**src/rtl/seq_mul_pkg.sv**
```systemverilog
package seq_mul_pkg;
  // Strobes from the control unit to the datapath.
  typedef struct packed {
    logic load;      // capture operands, clear accumulators
    logic step;      // process one multiplier bit
    logic lastStep;  // current bit is the multiplier sign bit
  } mulStrobes_t;
endpackage

```
**src/rtl/seq_mul_ctrl.sv**
```systemverilog
module seq_mul_ctrl
  import seq_mul_pkg::*;
#(
  parameter int WIDTH = 8
) (
  input  logic        clk,
  input  logic        rstN,
  input  logic        start,
  output logic        busy,
  output logic        done,
  output mulStrobes_t strobes
);
  localparam int CW = (WIDTH > 2) ? $clog2(WIDTH) : 1;
  localparam logic [CW-1:0] LAST = CW'(WIDTH - 1);

  logic [CW-1:0] bitCnt;
  logic          atLast;

  assign atLast = (bitCnt == LAST);

  always_comb begin
    strobes.load     = start && !busy;
    strobes.step     = busy;
    strobes.lastStep = busy && atLast;
  end

  always_ff @(posedge clk) begin
    if (!rstN) begin
      busy   <= 1'b0;
      done   <= 1'b0;
      bitCnt <= '0;
    end else begin
      done <= 1'b0;
      if (!busy) begin
        if (start) begin
          busy   <= 1'b1;
          bitCnt <= '0;
        end
      end else if (atLast) begin
        busy <= 1'b0;
        done <= 1'b1;
      end else begin
        bitCnt <= bitCnt + 1'b1;
      end
    end
  end


  start_accept_chk: assert property (@(posedge clk) disable iff (!rstN)
    (start && !busy) |=> (busy && bitCnt == '0));


  done_pulse_chk: assert property (@(posedge clk) disable iff (!rstN)
    done |=> !done);


  done_idle_chk: assert property (@(posedge clk) disable iff (!rstN)
    done |-> !busy);


  busy_advance_chk: assert property (@(posedge clk) disable iff (!rstN)
    (busy && !atLast) |=> (busy && bitCnt == $past(bitCnt) + 1'b1));


  finish_chk: assert property (@(posedge clk) disable iff (!rstN)
    (busy && atLast) |=> (done && !busy));
endmodule

```
**src/rtl/seq_mul_dp.sv**
```systemverilog
module seq_mul_dp
  import seq_mul_pkg::*;
#(
  parameter int WIDTH = 8
) (
  input  logic                 clk,
  input  logic                 rstN,
  input  mulStrobes_t          strobes,
  input  logic [WIDTH-1:0]     multiplicand,
  input  logic [WIDTH-1:0]     multiplier,
  output logic [2*WIDTH-1:0]   product
);
  localparam int AW = WIDTH + 1;

  logic [AW-1:0]    accHi;     // upper accumulator with guard sign bit
  logic [WIDTH-1:0] accLo;     // settled low product bits
  logic [AW-1:0]    mcandExt;  // sign-extended multiplicand
  logic [WIDTH-1:0] mplierSh;  // multiplier, consumed from bit 0
  logic [AW-1:0]    partial;
  logic [AW-1:0]    sum;

  always_comb begin
    partial = mplierSh[0] ? mcandExt : '0;
    sum     = strobes.lastStep ? (accHi - partial) : (accHi + partial);
  end

  always_ff @(posedge clk) begin
    if (!rstN) begin
      accHi    <= '0;
      accLo    <= '0;
      mcandExt <= '0;
      mplierSh <= '0;
    end else if (strobes.load) begin
      accHi    <= '0;
      accLo    <= '0;
      mcandExt <= {multiplicand[WIDTH-1], multiplicand};
      mplierSh <= multiplier;
    end else if (strobes.step) begin
      accHi    <= {sum[AW-1], sum[AW-1:1]};
      accLo    <= {sum[0], accLo[WIDTH-1:1]};
      mplierSh <= mplierSh >> 1;
    end
  end

  assign product = {accHi[WIDTH-1:0], accLo};


  idle_hold_chk: assert property (@(posedge clk) disable iff (!rstN)
    (!strobes.load && !strobes.step) |=> $stable(product));


  low_settled_chk: assert property (@(posedge clk) disable iff (!rstN)
    strobes.step |=> (accLo[WIDTH-2:0] == $past(accLo[WIDTH-1:1])));


  operand_hold_chk: assert property (@(posedge clk) disable iff (!rstN)
    (strobes.step && !strobes.load) |=> $stable(mcandExt));
endmodule

```
**src/rtl/seq_mul.sv**
```systemverilog
module seq_mul
  import seq_mul_pkg::*;
#(
  parameter int WIDTH = 8
) (
  input  logic                 clk,
  input  logic                 rstN,
  input  logic                 start,
  input  logic [WIDTH-1:0]     multiplicand,
  input  logic [WIDTH-1:0]     multiplier,
  output logic                 busy,
  output logic                 done,
  output logic [2*WIDTH-1:0]   product
);
  mulStrobes_t strobes;

  seq_mul_ctrl #(.WIDTH(WIDTH)) ctrlU (
    .clk(clk), .rstN(rstN), .start(start),
    .busy(busy), .done(done), .strobes(strobes)
  );

  seq_mul_dp #(.WIDTH(WIDTH)) dpU (
    .clk(clk), .rstN(rstN), .strobes(strobes),
    .multiplicand(multiplicand), .multiplier(multiplier),
    .product(product)
  );
endmodule

```
**config.mk**
```make
export PLATFORM = sky130hd
export DESIGN_NAME = seq_mul
export DESIGN_NICKNAME = d
export VERILOG_FILES = /design/src/rtl/seq_mul_pkg.sv /design/src/rtl/seq_mul_ctrl.sv /design/src/rtl/seq_mul_dp.sv /design/src/rtl/seq_mul.sv
export SDC_FILE = /design/constraint.sdc
export NUM_CORES = 1
export LEC_CHECK = 0
export ABC_AREA = 0
export BUFFER_PORTS_ARGS = -buffer_cell sky130_fd_sc_hd__buf_2
export CAP_MARGIN = 10
export CORE_MARGIN = 2
export CORE_UTILIZATION = 55
export CTS_BUF_LIST = sky130_fd_sc_hd__clkbuf_4 sky130_fd_sc_hd__clkbuf_8 sky130_fd_sc_hd__clkbuf_16
export CTS_CLUSTER_SIZE = 40
export DETAILED_ROUTE_END_ITERATION = 16
export MAX_ROUTING_LAYER = met4
export PLACE_DENSITY = 0.79
export SLEW_MARGIN = 20
export SYNTH_ARGS = -nofsm -noshare
export SYNTH_HDL_FRONTEND = slang
export SYNTH_SLANG_ARGS = --single-unit
```
**constraint.sdc**
```tcl
create_clock -name clk -period 4.15 [get_ports clk]
set_input_delay 0.83 -clock clk [delete_from_list [all_inputs] [get_ports clk]]
set_output_delay 0.83 -clock clk [all_outputs]
set_load 0.05 [all_outputs]
```
[After elaboration in Yosys (flattened, before gate mapping)]
Cells that the tools add are included.
W data, S select, Z words.
Word-level totals
  register bits after elaboration: 37
  bits in latches: 0
  RAM bits: 0
  memory bits (read-only): 0
  input bits: 19
  output and inout port bits: 18
  logic and storage cells: 32
  memories kept: 0
Operators by class
  $add $sub $neg: 3
  $mul: 0
  div/mod/pow operators: 0
  magnitude comparators: 0
  eq/ne operators: 2
  shifts and indexed selects: 0
  muxes and demuxes: 11
  bitwise operators: 1
  reductions and logical operators: 8
Operators with widths (count)
  $mux W9: 2
  $mux W8: 2
  $add A9 B9 Y9: 1
  $mux W3: 3
  $sub A9 B9 Y9: 1
  $mux W1: 4
  $reduce_and A2 Y1: 2
  $reduce_bool A2 Y1: 2
  $add A3 B1 Y3 const B: 1
  $eq A3 B3 Y1 const B: 1
  $logic_and A1 B1 Y1: 2
  $ne A2 B2 Y1 const B: 1
  $reduce_or A2 Y1: 1
  $logic_not A1 Y1: 1
  $not A1 Y1: 1

[Depth between registers and ports, before layout]
  depth in word-level cells: 3
  gate-level depth with buffers: 15
  depth with buffers taken out: 14

[Cells and area by module]
Synthesis repeated with hierarchy kept, for this count alone.
Unflattened totals
  cells, all modules: 242
  area total of the unflattened synthesis: 2045.7 µm²
By module, submodules not included
  seq_mul_dp: times used 1, cells each 219, area each 1798.0 µm², seq. area each 640.6 µm²
  seq_mul_ctrl: times used 1, cells each 23, area each 247.7 µm², seq. area each 100.1 µm²

[Least setup slack after synthesis]
Ideal clock, no wire load.
  kind: register to register
  from: register ctrlU.bitCnt[0]
  to: register dpU.accHi[7] (netlist name)
  library setup time: 0.116 ns
  arrival: 2.810 ns
  required time: 4.034 ns
  slack: 1.224 ns
  cell stages (with the launch flop): 16
  buffers on the path: 1
  period minus slack after synthesis: 2.926 ns
  cells stage by stage: dfxtp_1 -> ha_1 -> ha_1 -> buf_2 -> and2_1 -> nor2_1 -> a21oi_1 -> mux2_1 -> o21ai_0 -> ha_1 -> a21o_1 -> a31o_1 -> a21oi_1 -> xor2_1 -> a211oi_2 -> a41o_1
On the way
  word-level cells in the longest chain between the ends: 3
RTL lines
  from (decl): RTL line seq_mul_ctrl.sv:16  | logic [CW-1:0] bitCnt;
  from (signal assigned): RTL line seq_mul_ctrl.sv:43  | bitCnt <= bitCnt + 1'b1;
  $eq A3 B3 Y1: RTL line seq_mul_ctrl.sv:19  | assign atLast = (bitCnt == LAST);
  named net ctrlU.atLast: RTL line seq_mul_ctrl.sv:17  | logic atLast;
  $logic_and A1 B1 Y1: RTL line seq_mul_ctrl.sv:24  | strobes.lastStep = busy && atLast;
  $mux W9: RTL line seq_mul_dp.sv:24  | sum = strobes.lastStep ? (accHi - partial) : (accHi + partial);
The timed path passes the listed nets, and every way through them passes these cells.
A chain may end at the register's enable or synchronous reset.

[Worst setup path after layout]
  from: register ctrlU.bitCnt[0]
  to: register dpU.accHi[7] (netlist name)
On the way
  word-level cells in the longest chain between the ends: 3
RTL lines (RTL line)
  $eq A3 B3 Y1: seq_mul_ctrl.sv:19
  named net ctrlU.atLast: seq_mul_ctrl.sv:17
  $logic_and A1 B1 Y1: seq_mul_ctrl.sv:24
  $mux W9: seq_mul_dp.sv:24
The timed path passes the listed nets, and every way through them passes these cells.

==> results.sh <==
export IMPL_clock_path_buffers=2
export IMPL_synth_compound_area_share_pct=16.67
export IMPL_clock_sinks=37
export IMPL_drt_iter0_markers=113
export IMPL_synth_simple_area_share_pct=20.79
export IMPL_cp_start_kind="register"
export IMPL_synth_edff_count=0
export IMPL_dr_total_vias=1711
export IMPL_diodes=0
export IMPL_crit_required_ns=4.33
export IMPL_leakagePower_nw=1.018
export IMPL_rows=22
export IMPL_cts_tree="done"
export IMPL_skew_ns=0.009359
export IMPL_clock_fmax_mhz=317.6
export IMPL_dp_slack_ns=0.9965
export IMPL_ys_seq_area_share_pct=35.88
export IMPL_grt_pass1_vias=1664
export IMPL_arrival_ns=3.33
export IMPL_synth_fp_nets=268
export IMPL_place_gp_congestion=0.8263
export IMPL_hold_viol_final=0
export IMPL_crit_fanout=7
export IMPL_report_final_setup_viol=0
export IMPL_drive_gt1_share_pct=19.70
export IMPL_syn_inst=237
export IMPL_p_per_area_nw_per_um2=385.6
export IMPL_placed_cell_area_um2=2260
export IMPL_antenna_found_initial=0
export IMPL_die_x_um=65.27
export IMPL_die_area_um2=4260
export IMPL_setup_ws_ns=1.001
export IMPL_clk_pin_slew_worst_paths_ns=0.07
export IMPL_synth_seq_cells=37
export IMPL_cts_root_buf="clkbuf_8"
export IMPL_ir_worst_vdd_v=0.0002461
export IMPL_coreArea_um2=3633
export IMPL_ys_warn_count=0
export IMPL_grt_max_degree=42
export IMPL_fin_tns_setup_ns=0
export IMPL_synth_top_family_by_area="simple AND/OR/NAND/NOR gates"
export IMPL_status="finished clean"
export IMPL_synth_adder_area_share_pct=7.636
export IMPL_synthFlopType="dfxtp_1"
export IMPL_cap_violations=0
export IMPL_grtUsageTotal_pct=23.42
export IMPL_syn_area_per_cell_um2=8.711
export IMPL_portBuffers=36
export IMPL_hold_path_class="register to register"
export IMPL_ios=37
export IMPL_grt_pass1_wl_um=7603
export IMPL_clk_latency_ns=0.29
export IMPL_drcViolationCount=0
export IMPL_crit_path_end_kind="register"
export IMPL_drt_vias_per_instance=5.397
export IMPL_fin_crit_sh_pct=75.88
export IMPL_synth_area_um2=2064
export IMPL_start_util_pct=56.82
export IMPL_rsz0062_at_grt="no"
export IMPL_synth_xor_area_share_pct=4.242
export IMPL_max_slew_margin_pct=63.13
export IMPL_final_area_um2=2361
export IMPL_critical_path_class="register to register"
export IMPL_drt_wl_total_um=4184
export IMPL_htree_levels=2
export IMPL_area_growth_pct=14.36
export IMPL_drv_slew=0
export IMPL_synthArstFlopShare_pct=0
export IMPL_yosys_cell_types_count=46
export IMPL_avgRoutedWirePerCell_um=13.20
export IMPL_period_needed_ns=3.149
export IMPL_ant_nets=0
export IMPL_drt_pass1_iter_count=4
export IMPL_cts_resized_gates=0
export IMPL_worst_pin_slew_ns=0.5517
export IMPL_hpwl_um=2980
export IMPL_cts_setup_buffers=0
export IMPL_final_nets=299
export IMPL_numCtsBuffers=5
export IMPL_die_h_um=65.27
export IMPL_overflow=0
export IMPL_synthMuxAreaShare_pct=10.91
export IMPL_ctsHoldBuffers=0
final timing paths:
| kind | from | end | slack [ns] | cells after the start |
|---|---|---|---|---|
| worst max-delay path | ctrlU.bitCnt[0]$_SDFFE_PN0P_ | dpU.accHi[7]$_SDFFE_PP0P_ | 1.00 | 14 |
| worst min register to register | dpU.accHi[0]$_SDFFE_PP0P_ | dpU.accHi[0]$_SDFFE_PP0P_ | 0.51 | 2 |
| worst min-delay path | dpU.accHi[0]$_SDFFE_PP0P_ | dpU.accHi[0]$_SDFFE_PP0P_ | 0.51 | 2 |
| worst max register to register | ctrlU.bitCnt[0]$_SDFFE_PN0P_ | dpU.accHi[7]$_SDFFE_PP0P_ | 1.00 | 14 |
cell usage after synthesis, drive strengths merged, types with 2 or more instances:
cell / count / area share, %
mux2i: 18 / 8.7
dfxtp: 37 / 36
a211oi: 4 / 1.7
nand2b: 3 / 0.91
o21a: 2 / 0.73
nand4b: 2 / 0.85
nand2: 33 / 6.0
clkbuf: 7 / 1.3
a21boi: 9 / 3.3
o21ai: 14 / 3.4
nor2: 18 / 3.3
nor3b: 4 / 1.5
a21oi: 9 / 2.2
xor2: 3 / 1.3
inv: 7 / 1.3
buf: 6 / 1.3
nand3b: 3 / 1.1
ha: 11 / 6.7
a21o: 3 / 1.1
nor2b: 5 / 1.5
a31oi: 2 / 0.61
and2: 8 / 2.4
mux2: 4 / 2.2
xnor2: 7 / 3.0
nor3: 2 / 0.48
report_power, final:
group	switching [mW]	internal (mW)
sequential	0.0203	0.375
clock	0.125	0.150
combinational	0.138	0.103
placed cells by master (no fill, tap or decap), types with 2 or more instances in the layout:
cell	instances
buf_2	36
a21oi_1	9
nor3b_1	4
nor2_1	18
mux2_2	3
ha_1	11
a21o_1	3
dfxtp_1	36
nand2_1	33
o21ai_0	11
a21boi_0	8
o21ai_1	3
clkbuf_8	7
nand4b_1	2
xor2_1	3
and2_1	8
a31oi_1	2
mux2i_1	18
nor3_1	2
nand3b_1	3
inv_1	7
nand2b_1	3
nor2b_1	5
xnor2_1	7
o21a_1	2
a211oi_1	3
metrics by stage:
step           util (%)  total power, mW  hold slack (ns)  cells
3_5_place_dp      62.19           0.6412           0.5011    309
2_1_floorplan         -           0.5918           0.4702    237
6_report          64.98           0.9103           0.5063    317
3_3_place_gp      62.19           0.6340           0.4680    309
5_1_grt           64.98           0.9595           0.5454    317
4_1_cts           64.98           0.9166           0.5126    317
per-layer routing:
metal,up-vias,GRT usage [%],part of all wire [%]
met5,-,-,0
met4,0,5.729,0.91
met3,4,6.336,4.3
met2,38,39.16,50
met1,783,28.22,45
li1,886,-,-
final cells by class:
| class | count | area [µm²] |
|---|---|---|
| sequential | 37 | 742.0 |
| tap | 48 | 60.06 |
| clock inverter | 1 | 5.005 |
| timing repair buffer | 37 | 187.7 |
| multi-input combinational | 180 | 1244 |
| clock buffer | 7 | 96.34 |
| inverter | 7 | 26.28 |
| fill | 332 | 1272 |
cells by family after synthesis:
kind of cell / Yosys count
DFF: 37
adders and majority gates: 12
buffers and inverters: 20
muxes: 22
AOI/OAI and AO/OA: 51
xor gates and xnor gates: 10
and+or+nand+nor: 85
sequential cells by signal, indices dropped and copies added (netlist names):
signal / count
ctrlU.bitCnt: 3
ctrlU.busy: 1
ctrlU.done: 1
dpU.accHi: 8
dpU.accLo: 8
dpU.mcandExt: 8
dpU.mplierSh: 8
worst max-delay path: stages (launching register included):
cell      delay (ns)
dfxtp_1         0.33
ha_1            0.20
ha_1            0.27
and2_1          0.24
nor2_1          0.26
a21oi_1         0.08
mux2_1          0.20
o21ai_0         0.08
ha_1            0.25
a21o_1          0.21
a31o_1          0.21
a21oi_1         0.16
xor2_1          0.23
a211oi_2        0.10
a41o_1          0.22
No activity file was read; power rests on OpenSTA's default activity.
